**src/rtl/mbox_csr_pkg.sv**
```systemverilog
package mbox_csr_pkg;
  localparam int unsigned WORD_W   = 32;
  localparam int unsigned FIELD_W  = 8;
  localparam int unsigned BIT_IE   = 0;
  localparam int unsigned BIT_IS   = 1;
  localparam int unsigned BIT_IG   = 2;
  localparam int unsigned BIT_RDY  = 3;
  localparam int unsigned BIT_RST  = 4;
  localparam int unsigned RSVD_W   = 3;
  localparam int unsigned N_PTR    = 2;
  localparam int unsigned PTR_WR   = 0;
  localparam int unsigned PTR_RD   = 1;
endpackage

```
**src/rtl/mbox_ring_ptr.sv**
```systemverilog
module mbox_ring_ptr #(
  parameter int unsigned PTR_W = 1
) (
  input  logic             clk_i,
  input  logic             rst_ni,
  input  logic             clr_i,
  input  logic             adv_i,
  output logic [PTR_W-1:0] ptr_o
);
  localparam logic [PTR_W-1:0] PTR_MAX = '1;

  logic [PTR_W-1:0] ptr_q;

  // power-of-two depth: natural rollover gives the wrap
  always_ff @(posedge clk_i or negedge rst_ni) begin
    if (!rst_ni)     ptr_q <= '0;
    else if (clr_i)  ptr_q <= '0;
    else if (adv_i)  ptr_q <= ptr_q + PTR_W'(1);
  end

  assign ptr_o = ptr_q;

  p_wrap_r3: assert property (@(posedge clk_i) disable iff (!rst_ni)
    (ptr_q == PTR_MAX && adv_i && !clr_i) |=> (ptr_q == '0));

  p_hold_r3: assert property (@(posedge clk_i) disable iff (!rst_ni)
    (!adv_i && !clr_i) |=> $stable(ptr_q));

  p_clear_r4: assert property (@(posedge clk_i) disable iff (!rst_ni)
    clr_i |=> (ptr_q == '0));
endmodule

```
**src/rtl/mbox_ctl_bits.sv**
```systemverilog
module mbox_ctl_bits (
  input  logic clk_i,
  input  logic rst_ni,
  input  logic wr_en_i,
  input  logic wr_ie_i,
  input  logic wr_rdy_i,
  input  logic wr_rst_i,
  output logic ie_o,
  output logic rdy_o,
  output logic rst_o,
  output logic rst_rise_o,
  output logic rdy_clr_o
);
  logic ie_q, rdy_q, rst_q, rdy_clr_q;
  logic rise;

  assign rise = wr_en_i && wr_rst_i && !rst_q;

  always_ff @(posedge clk_i or negedge rst_ni) begin
    if (!rst_ni) begin
      ie_q      <= 1'b0;
      rdy_q     <= 1'b0;
      rst_q     <= 1'b0;
      rdy_clr_q <= 1'b0;
    end else begin
      rdy_clr_q <= rise;
      if (wr_en_i) begin
        ie_q  <= wr_ie_i;
        rst_q <= wr_rst_i;
      end
      if (rise)         rdy_q <= 1'b0;
      else if (wr_en_i) rdy_q <= wr_rdy_i;
    end
  end

  assign ie_o       = ie_q;
  assign rdy_o      = rdy_q;
  assign rst_o      = rst_q;
  assign rst_rise_o = rise;
  assign rdy_clr_o  = rdy_clr_q;

  p_rise_clears_r4: assert property (@(posedge clk_i) disable iff (!rst_ni)
    (wr_en_i && wr_rst_i && !rst_q) |=> (!rdy_q && rdy_clr_q));

  p_no_rerise_r4: assert property (@(posedge clk_i) disable iff (!rst_ni)
    rst_q |=> !rdy_clr_q);

  p_pulse_one_r4: assert property (@(posedge clk_i) disable iff (!rst_ni)
    rdy_clr_q |=> !rdy_clr_q);

  p_ie_store_r11: assert property (@(posedge clk_i) disable iff (!rst_ni)
    wr_en_i |=> (ie_q == $past(wr_ie_i)));
endmodule

```
**src/rtl/mbox_irq_ctl.sv**
```systemverilog
module mbox_irq_ctl (
  input  logic clk_i,
  input  logic rst_ni,
  input  logic set_ig_i,
  input  logic clr_is_i,
  input  logic remote_ig_i,
  input  logic remote_ie_i,
  input  logic ie_i,
  output logic ig_o,
  output logic is_o,
  output logic remote_is_set_o,
  output logic doorbell_o,
  output logic host_irq_o
);
  logic ig_q, is_q, is_set_q, db_q;

  always_ff @(posedge clk_i or negedge rst_ni) begin
    if (!rst_ni) begin
      ig_q     <= 1'b0;
      is_q     <= 1'b0;
      is_set_q <= 1'b0;
      db_q     <= 1'b0;
    end else begin
      // pending request is consumed on the next edge
      ig_q     <= set_ig_i;
      is_set_q <= ig_q;
      db_q     <= ig_q && remote_ie_i;
      // set has priority over write-1-clear
      if (remote_ig_i)   is_q <= 1'b1;
      else if (clr_is_i) is_q <= 1'b0;
    end
  end

  assign ig_o            = ig_q;
  assign is_o            = is_q;
  assign remote_is_set_o = is_set_q;
  assign doorbell_o      = db_q;
  assign host_irq_o      = is_q && ie_i;

  p_ig_self_clear_r5: assert property (@(posedge clk_i) disable iff (!rst_ni)
    (ig_q && !set_ig_i) |=> !ig_q);

  p_ig_fires_r5: assert property (@(posedge clk_i) disable iff (!rst_ni)
    ig_q |=> is_set_q);

  p_db_gated_r6: assert property (@(posedge clk_i) disable iff (!rst_ni)
    (ig_q && !remote_ie_i) |=> !db_q);

  p_db_with_set_r6: assert property (@(posedge clk_i) disable iff (!rst_ni)
    db_q |-> is_set_q);

  p_is_hold_r7: assert property (@(posedge clk_i) disable iff (!rst_ni)
    (is_q && !clr_is_i) |=> is_q);

  p_set_wins_r8: assert property (@(posedge clk_i) disable iff (!rst_ni)
    remote_ig_i |=> is_q);
endmodule

```
**src/rtl/mbox_doorbell_csr.sv**
```systemverilog
module mbox_doorbell_csr
  import mbox_csr_pkg::*;
#(
  parameter int unsigned DEPTH_LOG2 = 1
) (
  input  logic              clk_i,
  input  logic              rst_ni,
  input  logic              wr_en_i,
  input  logic [WORD_W-1:0] wr_data_i,
  output logic [WORD_W-1:0] rd_data_o,
  input  logic              push_i,
  input  logic              pop_i,
  input  logic              remote_ig_i,
  input  logic              remote_ie_i,
  output logic              remote_is_set_o,
  output logic              doorbell_o,
  output logic              remote_rdy_clr_o,
  output logic              host_irq_o
);
  localparam int unsigned PTR_W = DEPTH_LOG2;
  localparam logic [FIELD_W-1:0] DEPTH_CODE = FIELD_W'(1 << DEPTH_LOG2);

  logic             ie, rdy, rst_req, rst_rise;
  logic             ig, is;
  logic [N_PTR-1:0] adv;
  logic [PTR_W-1:0] ptr [N_PTR];

  initial begin
    if (DEPTH_LOG2 < 1 || DEPTH_LOG2 > 7)
      $error("DEPTH_LOG2 out of range 1..7");
  end

  assign adv[PTR_WR] = push_i;
  assign adv[PTR_RD] = pop_i;

  for (genvar g = 0; g < N_PTR; g++) begin : g_ptr
    mbox_ring_ptr #(.PTR_W(PTR_W)) u_ptr (
      .clk_i  (clk_i),
      .rst_ni (rst_ni),
      .clr_i  (rst_rise),
      .adv_i  (adv[g]),
      .ptr_o  (ptr[g])
    );
  end

  mbox_ctl_bits u_ctl (
    .clk_i      (clk_i),
    .rst_ni     (rst_ni),
    .wr_en_i    (wr_en_i),
    .wr_ie_i    (wr_data_i[BIT_IE]),
    .wr_rdy_i   (wr_data_i[BIT_RDY]),
    .wr_rst_i   (wr_data_i[BIT_RST]),
    .ie_o       (ie),
    .rdy_o      (rdy),
    .rst_o      (rst_req),
    .rst_rise_o (rst_rise),
    .rdy_clr_o  (remote_rdy_clr_o)
  );

  mbox_irq_ctl u_irq (
    .clk_i           (clk_i),
    .rst_ni          (rst_ni),
    .set_ig_i        (wr_en_i && wr_data_i[BIT_IG]),
    .clr_is_i        (wr_en_i && wr_data_i[BIT_IS]),
    .remote_ig_i     (remote_ig_i),
    .remote_ie_i     (remote_ie_i),
    .ie_i            (ie),
    .ig_o            (ig),
    .is_o            (is),
    .remote_is_set_o (remote_is_set_o),
    .doorbell_o      (doorbell_o),
    .host_irq_o      (host_irq_o)
  );

  assign rd_data_o = {DEPTH_CODE,
                      FIELD_W'(ptr[PTR_WR]),
                      FIELD_W'(ptr[PTR_RD]),
                      {RSVD_W{1'b0}},
                      rst_req, rdy, ig, is, ie};

  p_irq_level_r9: assert property (@(posedge clk_i) disable iff (!rst_ni)
    host_irq_o |-> (rd_data_o[BIT_IS] && rd_data_o[BIT_IE]));

  p_rst_ptrs_r4: assert property (@(posedge clk_i) disable iff (!rst_ni)
    (wr_en_i && wr_data_i[BIT_RST] && !rd_data_o[BIT_RST])
      |=> (rd_data_o[23:8] == '0 && !rd_data_o[BIT_RDY]));
endmodule

```
**config.mk**
```make
export PLATFORM = sky130hd
export DESIGN_NAME = mbox_doorbell_csr
export DESIGN_NICKNAME = d
export VERILOG_FILES = /design/src/rtl/mbox_csr_pkg.sv /design/src/rtl/mbox_ring_ptr.sv /design/src/rtl/mbox_ctl_bits.sv /design/src/rtl/mbox_irq_ctl.sv /design/src/rtl/mbox_doorbell_csr.sv
export SDC_FILE = /design/constraint.sdc
export NUM_CORES = 1
export LEC_CHECK = 0
export BUFFER_PORTS_ARGS = -buffer_cell sky130_fd_sc_hd__buf_2
export CAP_MARGIN = 5
export CORE_MARGIN = 2
export CORE_UTILIZATION = 31
export CTS_CLUSTER_DIAMETER = 120
export DETAILED_ROUTE_END_ITERATION = 7
export PLACE_DENSITY = 0.85
export REMOVE_ABC_BUFFERS = 1
export SETUP_SLACK_MARGIN = 0.05
export SLEW_MARGIN = 5
export SYNTH_ARGS = -nofsm -noshare
export SYNTH_HDL_FRONTEND = slang
export SYNTH_SLANG_ARGS = --single-unit
```
**constraint.sdc**
```tcl
create_clock -name clk_i -period 1 [get_ports clk_i]
set_input_delay 0.1 -clock clk_i [delete_from_list [all_inputs] [get_ports clk_i]]
set_output_delay 0.1 -clock clk_i [all_outputs]
set_load 0.005 [all_outputs]
```
==> Word-level counts from Yosys, hierarchy flattened <==
Index checks and enable logic that the tools add are counted.
{ "totals": {"register_bits": 10, "input_bits": 39} }
{ "classes": {"n_reduce_logical": 11, "n_addsub": 2, "n_mux": 8} }
{ "op_table": {"columns": ["operator", "count"], "rows": [
  ["$mux W1", 8],
  ["$reduce_bool A2 Y1", 4],
  ["$logic_and A1 B1 Y1", 6],
  ["$add A1 B1 Y1 const B", 2],
  ["$logic_not A1 Y1", 1]
]} }

==> Depth between registers and ports, before layout <==
Gate-level depths: netlist of the first run.
{ "logic_depth": {"word_depth": 3, "mapped_depth": 2, "depth_no_buf": 2} }

==> Cells and area by module <==
A second synthesis of the first run with hierarchy kept.
{ "hier_totals": {"hier_cells": 61, "area_unflattened_um2": 595.6} }
{ "modules_own_cells": {"columns": ["mod", "seq_area_each_um2", "cells_per_inst", "n_inst", "area_per_inst_um2"], "rows": [
  ["mbox_doorbell_csr", 0.0, 34, 1, 245.2],
  ["mbox_ctl_bits", 100.1, 13, 1, 151.4],
  ["mbox_irq_ctl", 100.1, 8, 1, 123.9],
  ["mbox_ring_ptr", 25.0, 3, 2, 37.5]
]} }

==> Least setup slack after synthesis of the first run <==
OpenSTA, ideal clock, no wires.
{ "synth_path": {"path_kind": "register to register", "start": "register u_ctl.rst_q, in the netlist u_ctl.rst_o", "end": "register g_ptr[0].u_ptr.ptr_q", "path_slack_ns": 0.179, "path_buffers": 0, "setup_ns": 0.119, "t_required_ns": 0.881, "stages_incl_launch_ff": 3, "arrival_ns": 0.702, "period_less_slack_ns": 0.821, "cell_sequence": "dfrtp_1 and3b_4 nor2_1"} }
{ "synth_between": {"elab_chain_len": 3, "elab_cells_between_ends": 4, "classes_between": "mux (1); reduce/logical (3)"} }
{ "synth_lines": {"columns": ["item", "line", "text"], "rows": [
  ["from (decl)", "mbox_ctl_bits.sv:14", "logic ie_q, rdy_q, rst_q, rdy_clr_q;"],
  ["from (signal assigned)", "mbox_ctl_bits.sv:29", "rst_q <= wr_rst_i;"],
  ["$logic_not A1 Y1 *", "mbox_ctl_bits.sv:17", "assign rise = wr_en_i && wr_rst_i && !rst_q;"],
  ["$logic_and A1 B1 Y1 *", "mbox_ctl_bits.sv:17", null],
  ["net g_ptr[0].u_ptr.clr_i", "mbox_ring_ptr.sv:6", "input logic clr_i,"],
  ["$mux W1 / $reduce_bool A2 Y1 (equally long branches)", null, null],
  ["to (signal assigned)", "mbox_ring_ptr.sv:18", "else if (adv_i) ptr_q <= ptr_q + PTR_W'(1);"],
  ["to (decl)", "mbox_ring_ptr.sv:12", "logic [PTR_W-1:0] ptr_q;"]
]} }
The timed path passes the listed nets; every way through them passes the cells marked *.
A chain may end at the register's enable or synchronous reset.

==> Worst setup path after layout of the first run <==
{ "layout_path": {"start": "register u_irq.is_q, in the netlist u_irq.is_o", "end": "output port host_irq_o"} }
{ "layout_between": {"elab_chain_len": 1} }
{ "layout_lines": {"columns": ["item", "line", "text"], "rows": [
  ["from (decl)", "mbox_irq_ctl.sv:15", "logic ig_q, is_q, is_set_q, db_q;"],
  ["from (signal assigned)", "mbox_irq_ctl.sv:20", "is_q <= 1'b0;"],
  ["from (signal assigned)", "mbox_irq_ctl.sv:29", "if (remote_ig_i) is_q <= 1'b1;"],
  ["from (signal assigned)", "mbox_irq_ctl.sv:30", "else if (clr_is_i) is_q <= 1'b0;"],
  ["$logic_and A1 B1 Y1", "mbox_irq_ctl.sv:38", "assign host_irq_o = is_q && ie_i;"],
  ["to (decl)", "mbox_doorbell_csr.sv:18", "output logic host_irq_o"]
]} }
No other way between the ends.

==> reports/metrics.yaml, run 1 <==
status:
  status: "finished, final reports clean"
global_routing:
  grt_antenna_before_repair: 0
  grt_start_max_net_pins: 11
  gr-usage-met1_pct: 8.549
  grtUsageMet3_pct: 2.778
  grt-busiest-layer: "met2"
  grt_usage_pct: 7.677
  grt_pass1_wl_um: 1317
  grt-ovfl-total: 0
  grt_pass1_vias: 324
  use_met2_pct: 12.73
cts:
  ctsRootBufferMaster: "clkbuf_4"
  cts_num_sinks: 10
  htree_levels: 1
  cts_buffer_depth: 2
  insertion_delay_ns: 0.26
  tritoncts: "built"
  cts_inserted_buffers: 3
  path_clk_slew_ns: 0.07
cells_and_area:
  layout_commonest_cell: "conb_1"
  final_cells: 107
  area_delta_synth_final_pct: 10.06
  n_antenna_cell: 0
  drive_gt1_share_pct: 40.00
  nets: 120
  layout_common_cells: "conb_1, buf_2, dfrtp_1"
  post-route-util_pct: 35.26
worst_setup_path:
  r2r_start: "u_ctl.rst_o"
  critPathArrivalTime_ns: 0.89
  crit_chain: "and2_1, buf_2"
  reg2reg_slack_ns: 0.12
  rr_endpoint: "g_ptr[0].u_ptr.ptr_o"
  critPathSlowestCell: "dfrtp_1"
  critPathMaxStageDelay_ns: 0.37
  worst_setup_path_end_kind: "primary output"
  r2r.worst_path.cells: 2
  worstSetupPathType: "flip-flop to primary output"
  critPathMaxFanout: 2
  start_kind: "flip-flop"
  required_ns: 0.90
drt:
  drc: 0
  wl_per_cell_um: 7.944
  wl_um: 850
  route.vias.total: 349
  drtAntennaViolNets: 0
  dr.pass1.iters: 1
  via_per_inst: 3.262
  drt_iter0_markers: 0
timing:
  final_hold_viol_count: 0
  fmax_ghz: 1.006
  clock-skew-final_ns: 0.003262
  fin_crit_ns: 0.9944
  layout_setup_ws_ns: 0.005557
  drv_slew: 0
  rsz0062_at_grt: "yes"
  finalSetupViolCount: 0
  finalCritPeriodShare_pct: 99.44
pwr:
  power_density_nw_per_um2: 1647
  ir_drop_mv: 0.5797
  swShare_pct: 25.69
  clock_power_share_pct: 32.1
  switchingPower_mw: 0.2837
  p_int_mw: 0.8207
  leakagePower_nw: 0.3769
  total_power_mw: 1.104
  combPwrFrac_pct: 22.1
  pwr-share-seq_pct: 45.8
floorplan:
  start_util_pct: 32.04
  rows: 16
  core-area_um2: 1902
  fp.dieH_um: 48.34
  pin_count: 75
  die_w_um: 48.34
  dieArea_um2: 2336
place:
  place_ws_ns: 0.1339
  port-buffer-count: 22
  dp_cells: 100
  place_hpwl_um: 682.3
  finalWeightedCongestion: 0.6791
synth:
  synth.mux.area_fraction_pct: 3.696
  synthCells: 60
  yosys.area_share.simple_pct: 8.830
  synth.ff_latch_count: 10
  netlist.area_leader.share_pct: 41.07
  syn_avg_cell_area_um2: 10.16
  synth_seq_area_share_pct: 41.07
  syn_area_um2: 609.3
  yosysTopAreaCell: "dfrtp_1"
  synth.area.top_cells: "dfrtp_1, buf_4, mux2_2"
  synthAdderAreaFrac_pct: 0
  synth_top_family_by_area: "buffers and inverters"
  synth-xor-area-share_pct: 2.875
  synth_warnings: 0
  synthDistinctLibCells: 14
  synth_compound_area_share_pct: 2.259
hold_path:
  timing.hold.worst.class: "primary input to flip-flop"
  hp-start: "remote_ig_i"
  hold_path_depth: 2
  whs_endpoint: "u_irq.is_o"
job:
  drv_cap: 0
## area by class of cell
| type | instances | area [µm²] |
|---|---|---|
| well taps | 27 | 33.78 |
| clock buffers | 4 | 36.28 |
| flip-flops and latches | 10 | 250.2 |
| repair buffers | 25 | 145.1 |
| inverters | 1 | 3.754 |
| fillers | 202 | 1231 |
| multi-input cells | 40 | 201.4 |
## registers in the layout, indices dropped and copies added (netlist names)
register	flops
g_ptr.u_ptr.ptr_o	2
u_ctl.ie_o	1
u_ctl.rdy_clr_o	1
u_ctl.rdy_o	1
u_ctl.rst_o	1
u_irq.doorbell_o	1
u_irq.ig_o	1
u_irq.is_o	1
u_irq.remote_is_set_o	1
## metrics by stage
| stage | setup TNS, ns | area (µm²) | hold WS, ns |
|---|---|---|---|
| floorplan | 0 | 455.4 | -0.1956 |
| global placement | 0 | 599.3 | -0.03765 |
| detailed placement | 0 | 599.3 | -0.03587 |
| CTS | -0.003930 | 666.9 | 0.02054 |
| global route | -0.02948 | 670.6 | 0.02977 |
| finish | 0 | 670.6 | 0.02531 |
## cell families (layout without fill, tap and decap cells)
group,Yosys count,count (layout)
buffers and inverters,33,30
DFF,10,10
and+or+nand+nor,9,9
other,2,25
AOI/OAI and AO/OA,2,2
xor gates and xnor gates,2,2
muxes,2,2
## routing by layer
metal  vias up  share of wire (%)
met5         -                  0
met4         0                  0
met3         0                 11
met2        25                 53
met1       158                 37
li1        166                  -
## repair_timing
action	4_1_cts	5_1_grt
hold buffers	1	0
endpoints found under the hold margin	10	0
setup buffers	2	0
setup endpoints to repair	1	3
pin swaps	1	1
resized for setup	1	1
## worst max-delay path: cells and delay by family, from the launching register on
family | cells | cell delay, ns
DFF | 1 | 0.37
buffers and inverters | 1 | 0.12
and+or+nand+nor | 1 | 0.15
## cell usage after synthesis, drive strengths merged
cell type and number:
o22ai 1, conb 2, dfrtp 10, buf 32, and2 3, and3b 1, mux2 2, a21o 1
nor2b 1, nand2 2, xnor2 2, nor2 2, inv 1
## worst max-delay path by stage
stage / from / end / slack [ns] / depth (start not counted)
CTS: u_ctl.ie_o / host_irq_o / -0.004 / 2
global route: u_irq.is_o / host_irq_o / -0.02 / 2
global placement: u_ctl.rst_o / g_ptr[1].u_ptr.ptr_o / 0.15 / 2
finish: u_irq.is_o / host_irq_o / 0.006 / 2
floorplan: u_ctl.rst_o / g_ptr[0].u_ptr.ptr_o / 0.16 / 2
detailed placement: u_ctl.rst_o / g_ptr[0].u_ptr.ptr_o / 0.13 / 2
## power groups by stage
stage / Clock, mW / Combinational [mW] / Sequential (mW)
4_1_cts: 0.365 / 0.245 / 0.506
3_3_place_gp: 0 / 0.213 / 0.508
5_1_grt: 0.377 / 0.275 / 0.515
3_5_place_dp: 0 / 0.222 / 0.516
6_report: 0.354 / 0.244 / 0.506
2_1_floorplan: 0 / 0.100 / 0.521
Power figures use the tool's default switching activity.
==> run 2: changes to the inputs <==
- REMOVE_ABC_BUFFERS: 1 -> unset
==> run 2 against run 1 <==
The flow now finishes with violations (negative setup slack). Sequential share of layout area is 0.14 points higher. Sequential cell count is the same. Die area unchanged. Non-clock buffer count increased by 1. Routed wire length down 4.7%. Via count is 1.4% higher. Critical endpoint unchanged. Combinational power fell by 5%. Hold slack worse by 0.0067 ns. Worst setup slack got worse by 0.031 ns. Register-to-register slack got worse by 0.03 ns.
==> reports/metrics.yaml, run 2 (synthesized netlist as in run 1, its figures left out) <==
status:
  status: "complete, but fails checks"
  violations: "negative setup slack"
timing:
  fin_crit_ns: 1.025  # +0.03103 ns
  layout_setup_ws_ns: -0.02547  # -0.03103 ns
  drv_slew: 0  # unchanged
  rsz0062_at_grt: "yes"
  hold_slack_ns: 0.01858  # -0.006729 ns
  fmax_ghz: 0.9752  # -3.0%
  clock-skew-final_ns: 0.003330  # +0.00006830 ns
  finalCritPeriodShare_pct: 102.5  # +3.1 points
  finalSetupViolCount: 1  # +1
  final_hold_viol_count: 0  # unchanged
place:
  postPlaceCellArea_um2: 599.3  # unchanged
  port-buffer-count: 22  # unchanged
  dp_cells: 100  # unchanged
  place_ws_ns: 0.1463  # +0.01243 ns
  finalWeightedCongestion: 0.6312  # -7.1%
floorplan:
  pin_count: 75  # unchanged
  fp.dieH_um: 48.34  # unchanged
  die_w_um: 48.34  # unchanged
  core-area_um2: 1902  # unchanged
  rows: 16  # unchanged
  dieArea_um2: 2336  # unchanged
  start_util_pct: 32.04  # unchanged
drt:
  wl_met3_um: 116  # +27%
  dr.pass1.iters: 1  # unchanged
  drtAntennaViolNets: 0  # unchanged
  wl_met1_um: 265  # -15%
  drc: 0  # unchanged
  wl_per_cell_um: 7.500  # -5.6%
  drt_iter0_markers: 0  # unchanged
  wl_um: 810  # -4.7%
  top_layer_used: "met4"
  via_per_inst: 3.278  # +0.49%
  met2WireLength_um: 414  # -7.4%
  route.vias.total: 354  # +1.4%
cells_and_area:
  fill_cells: 188  # -6.9%
  largest_reg_flops: 2  # unchanged
  area_delta_synth_final_pct: 9.651
  drive_gt1_share_pct: 40.74  # +0.74 points
  layout_commonest_cell: "conb_1"
  layout_common_cells: "conb_1, buf_2, dfrtp_1"
  stdcell_area_um2: 668.1  # -0.37%
  n_antenna_cell: 0  # unchanged
  post-route-util_pct: 35.13  # -0.13 points
  final_cells: 108  # +0.93%
  multiInputGateArea_um2: 201.4  # unchanged
  seq_area_um2: 250.2  # unchanged
  nets: 121  # +0.83%
cts:
  insertion_delay_ns: 0.26  # about the same
  cts_num_sinks: 10  # unchanged
  ctsRootBufferMaster: "clkbuf_4"
  cts_buffer_depth: 2  # unchanged
  path_clk_slew_ns: 0.06  # about the same
  cts_resized: 0  # -1
  tritoncts: "built"
  cts_inserted_buffers: 3  # unchanged
  htree_levels: 1  # unchanged
global_routing:
  grt-ovfl-total: 0  # unchanged
  grt_usage_pct: 7.006  # -0.67 points
  grt_pass1_vias: 301  # -7.1%
  grt_start_max_net_pins: 11  # unchanged
  grt_pass1_wl_um: 1262  # -4.2%
  grt_antenna_before_repair: 0  # unchanged
worst_setup_path:
  r2r.worst_path.cells: 3  # +1
  r2r_start: "u_irq.is_o"
  required_ns: 0.90  # about the same
  worst_setup_path_end_kind: "primary output"
  rr_endpoint: "u_irq.is_o"
  start_kind: "flip-flop"
  reg2reg_slack_ns: 0.09  # -0.03 ns
  cp-endpoint: "host_irq_o"
  worstSetupPathType: "flip-flop to primary output"
  critPathMaxFanout: 3  # +1
  crit_start: "u_irq.is_o"
  critPathArrivalTime_ns: 0.93  # +0.04 ns
pwr:
  ir_drop_mv: 0.6871  # +19%
  leakagePower_nw: 0.3780  # +0.29%
  power_density_nw_per_um2: 1629  # -1.1%
hold_path:
  timing.hold.worst.class: "primary input to flip-flop"
job:
  drv_cap: 0  # unchanged
==> run 2: critical path, cell delays in order (launching register included) <==
cell and delay (ns):
dfrtp_1 0.40, and2_1 0.15, buf_2 0.12
==> run 2: metal layers <==
| layer | GRT usage [%] | vias up |
|---|---|---|
| li1 | - | 168 |
| met1 | 6.931 | 150 |
| met2 | 12.27 | 34 |
| met3 | 2.778 | 2 |
| met4 | 4.286 | 0 |
| met5 | 0 | - |
==> run 2: per-stage QoR <==
stage           TNS, ns  power (mW)
2_1_floorplan         0      0.7697
4_1_cts        -0.01147       1.096
5_1_grt        -0.06123       1.158
3_5_place_dp          0      0.7305
3_3_place_gp          0      0.7228
6_report       -0.02547       1.088
==> run 2: layout make-up <==
cell class / instances / share of cell area (%)
Sequential cell: 10 / 37.45
Inverter: 1 / 0.5618
Multi-Input combinational cell: 40 / 30.15
Tap cell: 27 / 5.056
Timing Repair Buffer: 26 / 21.35
Clock buffer: 4 / 5.431
==> run 2: worst min-delay path by stage <==
stage	from	endpoint	slack (ns)	depth (start not counted)
floorplan	rst_ni	g_ptr[0].u_ptr.ptr_o	-0.20	0
global placement	rst_ni	u_ctl.rdy_o	-0.04	1
detailed placement	rst_ni	u_ctl.rdy_o	-0.04	1
CTS	remote_ig_i	u_irq.is_o	0.02	2
global route	remote_ig_i	u_irq.is_o	0.03	2
finish	remote_ig_i	u_irq.is_o	0.02	2
==> run 2: power by group <==
group / total, mW / switching, mW / internal [mW]
clock: 0.349 / 0.128 / 0.221
sequential: 0.506 / 0.0382 / 0.468
combinational: 0.233 / 0.105 / 0.128
total: 1.09 / 0.272 / 0.817
==> run 2: repair_timing <==
item,in CTS,in global routing
hold buffers,1,0
buffers inserted,2,1
endpoints found under the hold margin,10,0
endpoints found under the setup margin,1,1
pin swaps,1,1
